===== config.mk =====
export PLATFORM = sky130hd
export DESIGN_NAME = angle_track_counter
export DESIGN_NICKNAME = d
export VERILOG_FILES = /design/src/rtl/angle_pkg.sv /design/src/rtl/angle_step_core.sv /design/src/rtl/angle_read_latch.sv /design/src/rtl/angle_track_counter.sv
export SDC_FILE = /design/constraint.sdc
export NUM_CORES = 1
export LEC_CHECK = 0
export BUFFER_PORTS_ARGS = -buffer_cell sky130_fd_sc_hd__buf_4
export CORE_UTILIZATION = 55
export DETAILED_ROUTE_END_ITERATION = 7
export PLACE_DENSITY = 0.78
export SETUP_SLACK_MARGIN = 0.02
export SYNTH_ARGS = -nofsm -noshare
export SYNTH_HDL_FRONTEND = slang
export SYNTH_HIERARCHICAL = 1
export SYNTH_SLANG_ARGS = --single-unit

===== constraint.sdc =====
create_clock -name clk -period 10.27 [get_ports clk]
set_input_delay 1.5405 -clock clk [delete_from_list [all_inputs] [get_ports clk]]
set_output_delay 1.5405 -clock clk [all_outputs]
set_load 0.02 [all_outputs]

===== src/rtl/angle_pkg.sv =====
package angle_pkg;

    localparam int ANGLE_W = 16;

    typedef logic [ANGLE_W-1:0] angle_t;

    typedef enum logic [1:0] {
        RES_10 = 2'b00,
        RES_12 = 2'b01,
        RES_14 = 2'b10,
        RES_16 = 2'b11
    } res_e;

    typedef struct packed {
        logic busy;
        logic ripple;
        logic dir_up;
    } track_flags_t;

    function automatic int res_bits(res_e r);
        int b;
        b = ANGLE_W;
        case (r)
            RES_10: b = 10;
            RES_12: b = 12;
            RES_14: b = 14;
            RES_16: b = 16;
        endcase
        return b;
    endfunction

    function automatic angle_t lsb_weight(res_e r);
        return angle_t'(1) << (ANGLE_W - res_bits(r));
    endfunction

    function automatic angle_t keep_mask(res_e r);
        return ~(lsb_weight(r) - angle_t'(1));
    endfunction

endpackage


===== src/rtl/angle_step_core.sv =====
module angle_step_core
    import angle_pkg::*;
(
    input  logic         clk,
    input  logic         rst,
    input  logic         step,
    input  logic         dir_up,
    input  res_e         res,
    input  logic         load,
    input  angle_t       preset,
    output angle_t       cnt,
    output track_flags_t flags
);

    angle_t mask;
    angle_t cur;
    angle_t wt;
    angle_t nxt;
    logic   wrap;

    always_comb begin
        mask = keep_mask(res);
        wt   = lsb_weight(res);
        cur  = cnt & mask;
        nxt  = (dir_up ? (cur + wt) : (cur - wt)) & mask;
        wrap = dir_up ? (nxt == '0) : (cur == '0);
    end

    always_ff @(posedge clk) begin
        if (rst) begin
            cnt          <= '0;
            flags.busy   <= 1'b0;
            flags.ripple <= 1'b0;
            flags.dir_up <= 1'b1;
        end else if (load) begin
            cnt          <= preset & mask;
            flags.busy   <= 1'b0;
            flags.ripple <= 1'b0;
        end else if (step) begin
            cnt          <= nxt;
            flags.busy   <= 1'b1;
            flags.ripple <= wrap;
            flags.dir_up <= dir_up;
        end else begin
            cnt          <= cur;
            flags.busy   <= 1'b0;
            flags.ripple <= 1'b0;
        end
    end


    low_bits_clear_chk: assert property (@(posedge clk) disable iff (rst)
        $stable(res) |-> ((cnt & ~keep_mask(res)) == '0));


    step_moves_chk: assert property (@(posedge clk) disable iff (rst)
        (step && !load) |=> (cnt != $past(cnt)));


    load_quiet_chk: assert property (@(posedge clk) disable iff (rst)
        load |=> !flags.busy);


    dir_follow_chk: assert property (@(posedge clk) disable iff (rst)
        flags.busy |-> (flags.dir_up == $past(dir_up)));


    ripple_busy_chk: assert property (@(posedge clk) disable iff (rst)
        flags.ripple |-> flags.busy);

endmodule


===== src/rtl/angle_read_latch.sv =====
module angle_read_latch
    import angle_pkg::*;
(
    input  logic   clk,
    input  logic   rst,
    input  logic   freeze_n,
    input  angle_t live,
    output angle_t view
);

    always_ff @(posedge clk) begin
        if (rst)
            view <= '0;
        else if (freeze_n)
            view <= live;
    end


    freeze_hold_chk: assert property (@(posedge clk) disable iff (rst)
        !freeze_n |=> $stable(view));

endmodule


===== src/rtl/angle_track_counter.sv =====
module angle_track_counter
    import angle_pkg::*;
(
    input  logic               clk,
    input  logic               rst,
    input  logic               step_pulse,
    input  logic               step_dir,
    input  logic [1:0]         res_code,
    input  logic               out_en_n,
    input  logic               freeze_n,
    input  logic               preset_mode,
    input  logic [ANGLE_W-1:0] bus_i,
    output logic [ANGLE_W-1:0] bus_o,
    output logic               bus_oe,
    output logic               busy,
    output logic               dir_cw,
    output logic               ripple
);

    res_e         res;
    angle_t       cnt;
    angle_t       view;
    track_flags_t flags;

    assign res = res_e'(res_code);

    angle_step_core u_core (
        .clk    (clk),
        .rst    (rst),
        .step   (step_pulse),
        .dir_up (step_dir),
        .res    (res),
        .load   (preset_mode),
        .preset (bus_i),
        .cnt    (cnt),
        .flags  (flags)
    );

    angle_read_latch u_latch (
        .clk      (clk),
        .rst      (rst),
        .freeze_n (freeze_n),
        .live     (cnt),
        .view     (view)
    );

    assign bus_o  = view;
    assign bus_oe = !out_en_n && !preset_mode;
    assign busy   = flags.busy;
    assign ripple = flags.ripple;
    assign dir_cw = flags.dir_up;


    oe_gate_chk: assert property (@(posedge clk) disable iff (rst)
        (out_en_n || preset_mode) |-> !bus_oe);

endmodule


# After elaboration in Yosys (flattened, before gate mapping)
# Cells that the tools add are included.
dict set report op_classes {
  n_addsub 4
  n_eq_ne 3
  n_shift 1
  mux 6
  bitwise 6
  reduce_logical 9
}
# cell count
set ops {}
lappend ops {{$pmux W32 S4} 1}
lappend ops {{$and A16 B16 Y16} 3}
lappend ops {{$mux W16} 3}
lappend ops {{$logic_not A16 Y1} 2}
lappend ops {{$shl A1 B32 Y16 const A} 1}
lappend ops {{$sub A6 B32 Y32 const A} 1}
lappend ops {{$add A16 B16 Y16} 1}
lappend ops {{$not A16 Y16} 1}
lappend ops {{$sub A16 B1 Y16 const B} 1}
lappend ops {{$sub A16 B16 Y16} 1}
lappend ops {{$eq A2 B2 Y1 const B} 2}
lappend ops {{$reduce_or A3 Y1} 1}
lappend ops {{$eq A2 B1 Y1 const B} 1}
lappend ops {{$logic_not A1 Y1} 2}
lappend ops {{$logic_not A2 Y1} 1}
lappend ops {{$mux W2} 1}
lappend ops {{$not A1 Y1} 2}
lappend ops {{$reduce_and A2 Y1} 1}
lappend ops {{$reduce_or A2 Y1} 1}
lappend ops {{$logic_and A1 B1 Y1} 1}
lappend ops {{$mux W1} 1}
dict set report totals {
  reg_bits 35
  inputBits 25
  word_cells 34
}

# Depth between registers and ports, before layout
# Gate-level depths: netlist of the first run.
dict set report depth {
  ltp_word 13
  ltp_mapped 17
  depth_no_buf 15
}

# By module
# Netlist of the first run, hierarchy kept.
# module instances cells_per_inst area_each_um2
set modules_own_cells {}
lappend modules_own_cells {angle_step_core 1 275 2095.8}
lappend modules_own_cells {angle_read_latch 1 52 580.6}
lappend modules_own_cells {angle_track_counter 1 1 3.8}

# Worst setup path before layout of the first run
# Ideal clock, no wire load.
dict set report synth_path {
  path_type {input to register}
  start {input port res_code[1]}
  end {register u_core/flags[1] (netlist name)}
  setup_ns 0.084
  arrival_time_ns 4.767
  required_ns 10.186
  setup_slack_ns 5.419
  cell_stages 15
  n_path_buf 2
  path_cell_list {buf_6 -> buf_2 -> nand2_1 -> inv_1 -> ha_1 -> or2_0 -> and2_1 -> ha_1 -> a21o_1 -> a21o_1 -> a21o_1 -> a2111oi_0 -> nor3_1 -> a2111o_1 -> o31ai_2}
}
dict set report synth_via {
  elab_chain_len 12
  word_cells_on_any_way 17
  classes_between {add/sub: 4; eq/ne: 3; shift: 1; mux: 3; bitwise: 3; reduce/logical: 3}
}
# item line_no
set synth_lines {}
lappend synth_lines {{from (decl)} angle_track_counter.sv:8} ;# input logic [1:0] res_code,
lappend synth_lines {{$eq A2 B2 Y1, or another cell as far along} angle_pkg.sv:23} ;# case (r)
lappend synth_lines {{$pmux W32 S4 *} angle_pkg.sv:23}
lappend synth_lines {{$sub A6 B32 Y32 *} angle_pkg.sv:33} ;# return angle_t'(1) << (ANGLE_W - res_bits(r));
lappend synth_lines {{$shl A1 B32 Y16 *} angle_pkg.sv:33}
lappend synth_lines {{$sub A16 B1 Y16} angle_pkg.sv:37} ;# return ~(lsb_weight(r) - angle_t'(1));
lappend synth_lines {{$not A16 Y16} angle_pkg.sv:37}
lappend synth_lines {{$and A16 B16 Y16} angle_step_core.sv:24} ;# cur = cnt & mask;
lappend synth_lines {{$sub A16 B16 Y16 or $add A16 B16 Y16 (tied branches)} angle_step_core.sv:25} ;# nxt = (dir_up ? (cur + wt) : (cur - wt)) & mask;
lappend synth_lines {{$mux W16} angle_step_core.sv:25}
lappend synth_lines {{$and A16 B16 Y16} angle_step_core.sv:25}
lappend synth_lines {{$logic_not A16 Y1} angle_step_core.sv:26} ;# wrap = dir_up ? (nxt == '0) : (cur == '0);
lappend synth_lines {{$mux W1 *} angle_step_core.sv:26}
# Mark *: on every way between the ends. The rest lies on a longest branch, timed or not. The select of a mux whose other input is x is not followed.
# A chain may end at the register's enable or synchronous reset.

# Worst setup path in the final report of the first run
dict set report layout_path {
  start {input port res_code[1]}
  end {register u_core/flags[1] (netlist name)}
}
dict set report layout_via {
  elab_chain_len 12
  word_cells_on_any_way 17
  classes_between {add/sub: 4; eq/ne: 3; shift: 1; mux: 3; bitwise: 3; reduce/logical: 3}
}
# item line_no
set layout_lines {}
lappend layout_lines {{$eq A2 B2 Y1, or another cell as far along} angle_pkg.sv:23}
lappend layout_lines {{$pmux W32 S4 *} angle_pkg.sv:23}
lappend layout_lines {{$sub A6 B32 Y32 *} angle_pkg.sv:33}
lappend layout_lines {{$shl A1 B32 Y16 *} angle_pkg.sv:33}
lappend layout_lines {{$sub A16 B1 Y16} angle_pkg.sv:37}
lappend layout_lines {{$not A16 Y16} angle_pkg.sv:37}
lappend layout_lines {{$and A16 B16 Y16} angle_step_core.sv:24}
lappend layout_lines {{$sub A16 B16 Y16 or $add A16 B16 Y16 (tied branches)} angle_step_core.sv:25}
lappend layout_lines {{$mux W16} angle_step_core.sv:25}
lappend layout_lines {{$and A16 B16 Y16} angle_step_core.sv:25}
lappend layout_lines {{$logic_not A16 Y1} angle_step_core.sv:26}
lappend layout_lines {{$mux W1 *} angle_step_core.sv:26}
# Marks and branches as above.

==> results.json, run 1 <==
{
  "status": "finished clean",
  "worst_slack_ns": 5.39,
  "ys_seq_area_share_pct": 26.1,
  "drc_errors": 0,
  "worstPathArrival_ns": 5.07,
  "layout_common_cells": "buf_4, nor2_1, dfxtp_1, mux2i_1, a21oi_1",
  "grt_setup_unrepaired": "no",
  "cp_common_cell": "a21o_1",
  "final-hold-violation-count": 0,
  "wl_met3_um": 492,
  "met1Wirelength_um": 3190,
  "syn_to_final_growth_pct": 13.8,
  "critPathMaxStageDelay_ns": 0.38,
  "yosysWarnings": 6,
  "grt_pass1_wl_um": 11600,
  "tightest_slew_ns": 0.774,
  "min_period_over_period_pct": 47.5,
  "postCtsHoldBufs": 0,
  "hp-class": "reg -> reg",
  "highest_layer": "met4",
  "cts_post_setup_buffers_inserted": 0,
  "grt_overflow": 0,
  "path_delay_family": "compound AO/OA/AOI/OAI gates",
  "required_ns": 10.46,
  "critPathKind": "in -> reg",
  "cts.repair.resized": 0,
  "skew_ns": 0.00387,
  "syn_area_um2": 2680,
  "vias": 2594,
  "synth-main-ff-cell": "dfxtp_1",
  "cts-root-buf": "clkbuf_8",
  "finalSetupViolations": 0,
  "firstDrtPassIters": 5,
  "htreeDepth": 2,
  "setup_tns_ns": 0,
  "drtAntennaViolNets": 0,
  "synth_seq_cells": 35,
  "drv_cap": 0,
  "final-instance-count-excl-fill": 414,
  "period_needed_ns": 4.88,
  "synth_cells": 328,
  "port_buffers": 44,
  "relSlewSlack_pct": 47.8,
  "fin_nets": 403,
  "post-place-ws_ns": 5.16,
  "antennaDiodeCount": 0,
  "synth_nets": 372,
  "dr_wl_met2_um": 3420,
  "fp-row-count": 25,
  "initial_core_util_pct": 57.1,
  "fmax_mhz": 205,
  "dp_cells": 406,
  "dr.first_iter.drc_count": 197,
  "path_cells": "buf_4 > nand2_1 > inv_1 > ha_1 > or2_0 > and2_1 > ha_1 > a21o_1 > a21o_1 > a21o_1 > a2111oi_0 > nor3_1 > a2111o_1 > o31ai_2",
  "layout-drive-gt1-share_pct": 16.7,
  "p_per_area_nw_per_um2": 120,
  "grt_pass1_vias": 2334,
  "syn_avg_cell_area_um2": 8.17,
  "path_max_fanout": 18,
  "clk_path_buf_depth": 2,
  "die_area_um2": 5160,
  "cts_tree": "done",
  "clock_sinks": 35,
  "worstSetupEndpointType": "register",
  "grt_max_degree": 30,
  "ys_types": 61,
  "vias_per_cell": 6.27,
  "final_common_cell": "buf_4",
  "die_h_um": 71.8,
  "wl_per_cell_um": 17.4,
  "cp_slowest_cell": "ha_1",
  "antenna_found_initial": 0,
  "leakage_nw": 1.41,
  "cts_buffers": 5,
  "worstSetupStartpointType": "input pin",
  "synth_enable_flop_cells": 0,
  "die_x_um": 71.8,
  "slew_violations": 0,
  "grt_use_total_pct": 29.0,
  "core_um2": 4690,
  "critical_path_buf_inv_count": 2,
  "async_flop_share_pct": 0,
  "ir_worst_vdd_v": 0.0000980,
  "clk_latency_ns": 0.28,
  "pin_count": 45,
  "clk_pin_slew_ns": 0.07,
  "p_total_mw": 0.366,
  "wl_um": 7220,
  "dp_hpwl_um": 5590,
  "place_congestion": 0.981
}
report_power, final:
part / internal, mW / switching, mW / total, mW
clock network: 0.0475 / 0.0462 / 0.0937
logic: 0.0515 / 0.0707 / 0.122
registers: 0.143 / 0.00648 / 0.150
through the flow:
stage | cell area, µm² | hold slack (ns) | util, %
floorplan | 2680 | 0.455 | -
global placement | 2970 | 0.468 | 63.3
detailed placement | 2970 | 0.487 | 63.3
CTS | 3050 | 0.503 | 65.0
global route | 3050 | 0.520 | 65.0
finish | 3050 | 0.498 | 65.0
layout make-up:
class	instances	area [µm²]
Multi-Input combinational cell	260	1820
Fill cell	410	1640
Sequential cell	35	701
Timing Repair Buffer	44	330
Clock buffer	7	76.3
Tap cell	54	67.6
Inverter	13	48.8
Clock inverter	1	5.00
metal layers:
metal  global-route usage (%)  vias to the layer above
li1                         -                     1250
met1                     38.3                     1206
met2                     48.6                      124
met3                     5.63                       14
met4                     7.63                        0
met5                        0                        -
kinds of logic (layout without fill, tap and decap cells):
logic type | after synthesis | in the layout | share of synthesized area (%)
multiplexers | 27 | 27 | 10.1
flip-flops | 35 | 35 | 26.1
AO/OA/AOI/OAI | 87 | 87 | 22.7
adder cells (fa/ha/maj) | 19 | 19 | 9.15
AND/OR/NAND/NOR | 111 | 111 | 20.7
buffers and inverters | 33 | 65 | 5.93
XOR/XNOR | 16 | 16 | 5.23
synth_stat cells (all sizes together) (8+ instances only):
cell type | number | area (µm²)
o21ai | 14 | 70.1
and2 | 11 | 68.8
nor2 | 39 | 146
mux2i | 26 | 260
buf | 8 | 65.1
clkbuf | 12 | 45.0
xnor2 | 13 | 114
a211oi | 9 | 67.6
a21oi | 24 | 124
nand2 | 19 | 71.3
inv | 13 | 48.8
ha | 18 | 225
nor3 | 9 | 45.0
dfxtp | 35 | 701
path summary, 6_finish.rpt:
kind | endpoint | slack, ns | startpoint | cells past startpoint
min | u_latch/view[5]$_SDFFE_PP0P_ | 0.50 | u_core/cnt[5]$_SDFF_PP0_ | 2
min reg2reg | u_latch/view[5]$_SDFFE_PP0P_ | 0.50 | u_core/cnt[5]$_SDFF_PP0_ | 2
max | u_core/flags[1]$_SDFF_PP0_ | 5.39 | res_code[1] | 14
max reg2reg | u_core/flags[1]$_SDFF_PP0_ | 6.97 | u_core/cnt[1]$_SDFF_PP0_ | 11
worst reg2reg max path: stages, from the launching register on:
cell	delay (ns)
dfxtp_1	0.36
and3_1	0.21
inv_1	0.08
fa_1	0.48
nor2b_1	0.22
o21ai_0	0.15
a2bb2oi_1	0.34
a21boi_1	0.14
xnor2_1	0.17
a2111o_1	0.44
a2111o_1	0.40
o31ai_2	0.23
flip-flops by register name, summed over array words and instances (netlist names):
name	cells
u_latch/view	16
u_core/cnt	16
u_core/flags	3
No activity file was read; power rests on OpenSTA's default activity.
==> run 2: changes to the inputs <==
==> constraint.sdc (replaced) <==
create_clock -name clk -period 5.04 [get_ports clk]
set_input_delay 0.756 -clock clk [delete_from_list [all_inputs] [get_ports clk]]
set_output_delay 0.756 -clock clk [all_outputs]
set_load 0.02 [all_outputs]
==> results.json, run 2 (synthesized netlist as in run 1, its figures left out) <==
{
  "final_common_cell": "buf_4",
  "worstSetupStartpointType": "input pin",
  "core_um2": 4690,
  "htreeDepth": 2,
  "path_delay_family": "compound AO/OA/AOI/OAI gates",
  "fin_hold_ws_ns": 0.498,
  "layout_common_cells": "buf_4, nor2_1, dfxtp_1, mux2i_1, a21oi_1",
  "leakage_nw": 1.41,
  "fmax_mhz": 243,
  "dr.first_iter.drc_count": 207,
  "drc_errors": 0,
  "p_total_mw": 0.747,
  "layout-drive-gt1-share_pct": 16.7,
  "vias_per_cell": 6.29,
  "place_congestion": 0.978,
  "p_per_area_nw_per_um2": 245,
  "wl_per_cell_um": 17.8,
  "finalSetupViolations": 0,
  "drtAntennaViolNets": 0,
  "antenna_found_initial": 0,
  "cts_tree": "done",
  "clk_path_buf_depth": 2,
  "grt_use_total_pct": 29.5,
  "clk_latency_ns": 0.28,
  "status": "finished clean",
  "final-instance-count-excl-fill": 414,
  "port_buffers": 44,
  "grt_max_degree": 30,
  "firstDrtPassIters": 5,
  "die_area_um2": 5160,
  "dp_hpwl_um": 5680,
  "initial_core_util_pct": 57.1,
  "cts_buffers": 5,
  "cp_slowest_cell": "ha_1",
  "ir_worst_vdd_v": 0.000239,
  "clock_sinks": 35,
  "critPathMaxStageDelay_ns": 0.38,
  "setup_tns_ns": 0,
  "fp-row-count": 25,
  "final-hold-violation-count": 0,
  "clk_pin_slew_ns": 0.07,
  "dp_cells": 406,
  "pin_count": 45,
  "die_x_um": 71.8,
  "antennaDiodeCount": 0,
  "top_regs": "u_core/cnt: 16 flops, u_latch/view: 16 flops, u_core/flags: 3 flops",
  "grt_overflow": 0,
  "vias": 2604,
  "required_ns": 5.23,
  "drv_cap": 0,
  "slew_violations": 0,
  "critPathKind": "in -> reg",
  "grt_pass1_vias": 2369,
  "critical_path_buf_inv_count": 2,
  "grt_setup_unrepaired": "no",
  "syn_to_final_growth_pct": 13.8,
  "fillCellCount": 415,
  "wl_um": 7350,
  "die_h_um": 71.8,
  "relSlewSlack_pct": 43.1,
  "grt_pass1_wl_um": 11800,
  "skew_ns": 0.00442,
  "min_period_over_period_pct": 81.5,
  "hp-class": "reg -> reg",
  "cts.repair.resized": 0,
  "cts-root-buf": "clkbuf_8",
  "worstPathArrival_ns": 4.30,
  "period_needed_ns": 4.11,
  "postCtsHoldBufs": 0,
  "cp_common_cell": "a21o_1",
  "path_cells": "buf_4 > nand2_1 > inv_1 > ha_1 > or2_0 > and2_1 > ha_1 > a21o_1 > a21o_1 > a21o_1 > a2111oi_0 > nor3_1 > a2111o_1 > o31ai_2",
  "worstSetupEndpointType": "register",
  "cts_post_setup_buffers_inserted": 0,
  "path_max_fanout": 18,
  "tightest_slew_ns": 0.845,
  "fin_nets": 403
}
## run 2: cell counts in the layout (fill, tap and decap cells not counted)
No cell type changed its count.
## run 2: where the power goes
group	internal, mW	switching [mW]	leakage (nW)	total (mW)
logic	0.105	0.145	1.08	0.250
clock network	0.0969	0.0947	0.0422	0.192
registers	0.292	0.0134	0.287	0.305
total	0.494	0.253	1.41	0.747
## run 2: area by class of cell
cell class                 instances  area (µm²)  area share [%]
tap                               54        67.6            2.22
sequential                        35         701            23.0
clock inverter                     1        5.00           0.164
clock buffer                       7        76.3            2.50
multi-input combinational        260        1820            59.7
timing repair buffer              44         330            10.8
inverter                          13        48.8            1.60
## run 2: worst paths after layout
kind / start / end / slack, ns / cells after the start
hold reg to reg: u_latch/view[1]$_SDFFE_PP0P_ / u_latch/view[1]$_SDFFE_PP0P_ / 0.50 / 2
setup reg to reg: u_core/cnt[1]$_SDFF_PP0_ / u_core/flags[1]$_SDFF_PP0_ / 1.72 / 11
hold / removal: u_latch/view[1]$_SDFFE_PP0P_ / u_latch/view[1]$_SDFFE_PP0P_ / 0.50 / 2
setup / recovery: res_code[1] / u_core/flags[1]$_SDFF_PP0_ / 0.93 / 14
## run 2: tightest hold or removal path: cells and delay by family (launching register included)
family | cells | cell delay, ns
flops | 1 | 0.33
mux | 1 | 0.07
simple gates | 1 | 0.07
## run 2: per-stage QoR
step	utilization (%)	setup WS (ns)	instance area, µm²
finish	65.0	0.932	3050
detailed placement	63.3	0.713	2970
global route	65.0	0.703	3050
CTS	65.0	0.987	3050
floorplan	-	0.973	2680
global placement	63.3	0.878	2970
## run 2: metal layers
metal	vias up	GRT usage (%)	share of wire (%)
li1	1254	-	-
met2	111	50.0	48
met5	-	0	0
met3	14	4.64	6.7
met4	0	6.75	1.9
met1	1225	39.4	43
